==> config.mk <==
export PLATFORM = sky130hd
export DESIGN_NAME = rc_frame_check
export DESIGN_NICKNAME = d
export VERILOG_FILES = /design/src/rtl/rc_pkg.sv /design/src/rtl/rc_frame_check.sv
export SDC_FILE = /design/constraint.sdc
export NUM_CORES = 1
export LEC_CHECK = 0
export BUFFER_PORTS_ARGS = -buffer_cell sky130_fd_sc_hd__buf_4
export CORE_MARGIN = 4
export CORE_UTILIZATION = 30
export DETAILED_ROUTE_END_ITERATION = 8
export PLACE_DENSITY = 0.55
export SLEW_MARGIN = 30
export SYNTH_ARGS = -nofsm -noshare
export SYNTH_HDL_FRONTEND = slang
export SYNTH_SLANG_ARGS = --single-unit
==> constraint.sdc <==
create_clock -name vclk -period 8.24
set_input_delay 1.648 -clock vclk [all_inputs]
set_output_delay 1.648 -clock vclk [all_outputs]
set_load 0.01 [all_outputs]
==> src/rtl/rc_pkg.sv <==
package rc_pkg;

  localparam int FRAME_HI  = 127;
  localparam int SHORT_HI  = 47;
  localparam int CRC_W     = 7;
  localparam int CRC_LO    = CRC_W + 1;
  localparam int STAT_W    = 32;
  localparam logic [CRC_W-1:0] CRC_TAPS = 7'h09;

  localparam logic [STAT_W-1:0] R1_ERR_MASK = 32'hE6B8_0000;
  localparam logic [7:0]        R5_ERR_MASK = 8'h8B;

  typedef enum logic [1:0] {
    RSP_NONE  = 2'b00,
    RSP_LONG  = 2'b01,
    RSP_SHORT = 2'b10,
    RSP_BUSY  = 2'b11
  } rsp_kind_e;

  // Serial CRC7 over frame bits hi down to CRC_LO, zero seed.
  function automatic logic [CRC_W-1:0] crc7_span(input logic [FRAME_HI:1] f, input int hi);
    logic [CRC_W-1:0] c;
    logic             fb;
    c = '0;
    for (int i = FRAME_HI; i >= CRC_LO; i--) begin
      if (i <= hi) begin
        fb = f[i] ^ c[CRC_W-1];
        c  = {c[CRC_W-2:0], 1'b0} ^ (fb ? CRC_TAPS : '0);
      end
    end
    return c;
  endfunction

  // Card status scan: R1 word or R5 flags byte (status bits 15:8).
  function automatic logic status_has_error(input logic [STAT_W-1:0] st, input logic sdio);
    if (sdio) return |(st[15:8] & R5_ERR_MASK);
    return |(st & R1_ERR_MASK);
  endfunction

endpackage

==> src/rtl/rc_frame_check.sv <==
module rc_frame_check
  import rc_pkg::*;
#(
  parameter int IDX_W = 6
) (
  input  logic [FRAME_HI:1] frame,
  input  logic [1:0]        kind,
  input  logic              crc_en,
  input  logic              idx_en,
  input  logic [IDX_W-1:0]  cmd_idx,
  output logic              crc_bad,
  output logic              idx_bad
);
  localparam int IDX_LO = SHORT_HI - 1 - IDX_W;

  logic             is_long;
  logic [CRC_W-1:0] crc_calc;
  logic [CRC_W-1:0] crc_rx;
  logic [IDX_W-1:0] idx_rx;

  always_comb begin
    is_long  = (kind == RSP_LONG);
    crc_calc = is_long ? crc7_span(frame, FRAME_HI) : crc7_span(frame, SHORT_HI);
    crc_rx   = frame[CRC_W:1];
    idx_rx   = frame[IDX_LO+IDX_W-1:IDX_LO];
    crc_bad  = crc_en && (crc_calc != crc_rx);
    idx_bad  = idx_en && !is_long && (idx_rx != cmd_idx);
  end
endmodule

==> impl_metrics.json <==
{
  "avgRoutedWirePerCell_microns": 14.5,
  "grt_pass1_vias": 3402,
  "post-route-period-util_pct": 104,
  "min_from": "crc_en",
  "numSequentialCells": 0,
  "io_pins": 139,
  "cp_slowest_cell": "xnor3_1",
  "drc": 0,
  "num-nets-final": 731,
  "synth_nets": 494,
  "ant_nets": 0,
  "final.setup.worst_slack_ps": -308,
  "grt_pass1_wl_microns": 16800,
  "routabilityCongestion": 0.886,
  "dp_slack_ps": -406,
  "yosys_warnings": 0,
  "synth_area_sq_um": 4050,
  "start_kind": "input port",
  "worst-path-buf-inv": 9,
  "rsz0062_at_grt": "yes",
  "port_buffers": 139,
  "dr.first_iter.drc_count": 59,
  "hold_class": "in -> out",
  "overflow": 0,
  "dp_hpwl_microns": 9720,
  "antenna_cells": 0,
  "vias_per_cell": 4.23,
  "violations": "negative setup slack",
  "path_common_cell": "buf_6",
  "path_class": "in -> out",
  "period_needed_ps": 8550,
  "setup_violations": 1,
  "firstDrtPassIters": 6,
  "max_slew_margin_pct": 60.3,
  "path_max_fanout": 3,
  "drv_cap": 0,
  "critical_path_arrival_ps": 6900,
  "dieArea_sq_um": 15400,
  "drive_above_1_share_pct": 51.4,
  "syn_avg_cell_area_sq_um": 11.4,
  "slew_violations": 0,
  "fin_cells": 768,
  "core-area_sq_um": 13200,
  "postCtsHoldBufs": 0,
  "seq_area_frac_synth_pct": 0,
  "die_y_microns": 124,
  "critPathRequiredTime_ps": 6590,
  "grt_max_degree": 10,
  "die_x_microns": 124,
  "worst_pin_slew_ps": 594,
  "vias": 3246,
  "antenna_found_initial": 0,
  "initial_core_util_pct": 30.6,
  "nClkBuffers": 0,
  "status": "complete, but fails checks",
  "area_growth_syn_to_layout_pct": 61.2,
  "startpoint": "frame[107]",
  "end_kind": "primary output",
  "grtUsageTotal_pct": 13.0,
  "max_freq_mhz": 117,
  "yosysUniqueCellTypes": 34,
  "max_stage_delay_ps": 460,
  "wirelength_microns": 11100,
  "std_cell_rows": 42,
  "critPathTopFamily": "XOR/XNOR gates",
  "seqCellArea_sq_um": 0,
  "cp_cell_sequence": "buf_6 -> xnor3_2 -> buf_6 -> xor2_4 -> xnor3_1 -> buf_6 -> xor3_2 -> xnor2_2 -> buf_4 -> xnor3_1 -> buf_6 -> xor2_1 -> buf_4 -> xnor3_2 -> buf_6 -> buf_6 -> xnor2_2 -> xnor2_1 -> xnor3_1 -> nor3_2 -> o21ai_2 -> a2111oi_4 -> o221ai_2 -> buf_4",
  "hold_viol_final": 0,
  "synth_cells": 357,
  "place_inst": 749
}
[worst paths after layout]
kind,to,slack (ps),depth (start not counted)
setup / recovery,crc_bad,-310,24
hold / removal,crc_bad,3660,4
[Yosys cell counts (all sizes together)]
cell	instances	area, sq um
nor2b	1	6.26
buf	1	7.51
nand2b	2	12.5
and2	1	6.26
a2111oi	1	15.0
a221oi	1	8.76
a211o	1	8.76
o221ai	1	8.76
o311ai	1	8.76
nand3	1	5.00
o21a	1	7.51
o21ai	5	25.0
nor3	3	20.0
nor4	1	6.26
a21o	1	7.51
nand2	3	11.3
nor2	5	18.8
xnor3	55	1240
xor2	63	559
xnor2	187	1700
inv	2	7.51
o211ai	2	15.0
xor3	13	312
a31oi	1	6.26
and3	1	6.26
a2bb2oi	1	8.76
a21oi	1	5.00
nor3b	1	7.51
[layout by cell type (no fill, tap or decap)]
master and instances:
a2111oi_4 1, a211o_1 1, a21o_1 1, a21oi_1 1, a221oi_1 1, a2bb2oi_2 1, a31oi_1 1, and2_1 1
and3_4 1, buf_4 222, buf_6 14, inv_1 2, nand2_1 3, nand2b_1 2, nand3_1 1, nor2_1 5
nor2b_1 1, nor3_1 2, nor3_2 1, nor3b_1 1, nor4_1 1, o211ai_1 2, o21a_1 1, o21ai_0 3
o21ai_2 2, o221ai_2 1, o311ai_4 1, xnor2_1 151, xnor2_2 30, xnor2_4 6, xnor3_1 43, xnor3_2 12
xor2_1 55, xor2_2 4, xor2_4 4, xor3_1 9, xor3_2 4
[layer usage]
metal  GRT usage, %  part of all wire [%]
met3           1.55                   5.7
met2           23.5                    51
met1           17.4                    43
met4           1.03                  0.52
met5              0                     0
[cells by family (layout without fill, tap and decap cells)]
logic type / after synthesis / after routing / synth area share [%]
AO/OA/AOI/OAI: 17 / 17 / 3.09
XOR/XNOR: 318 / 318 / 94.1
buffers and inverters: 3 / 238 / 0.371
AND/OR/NAND/NOR: 19 / 19 / 2.47
[tightest hold or removal path: stages]
cell      delay [ps]
buf_4             90
inv_1             40
o221ai_2         110
buf_4            120
[area by class of cell]
cell class / instances / area (sq um)
Timing Repair Buffer: 236 / 1820
Multi-Input combinational cell: 354 / 4480
Fill cell: 1240 / 6710
Inverter: 2 / 7.51
Tap cell: 176 / 220
[what timing repair did]
action                                  4_1_cts  5_1_grt
buffers inserted                              0       20
pin swaps                                     2       57
resized for setup                             5       72
gates cloned                                  0        0
endpoints found under the hold margin         0        0
endpoints found under the setup margin        1        1
[per-stage QoR]
stage	TNS [ps]	hold slack [ps]	cell area, sq um	util [%]
final	-308	3660	6530	49.3
after global routing	-550	3700	6530	49.3
after floorplan	0	3390	4070	-
after CTS	-337	3660	5940	44.9
after global placement	-423	3660	5910	44.6
after detailed placement	-406	3660	5910	44.6
Power is left out: the tool's default activity adds up to more than one toggle a clock period on the data nets, which glitch-free logic cannot reach.
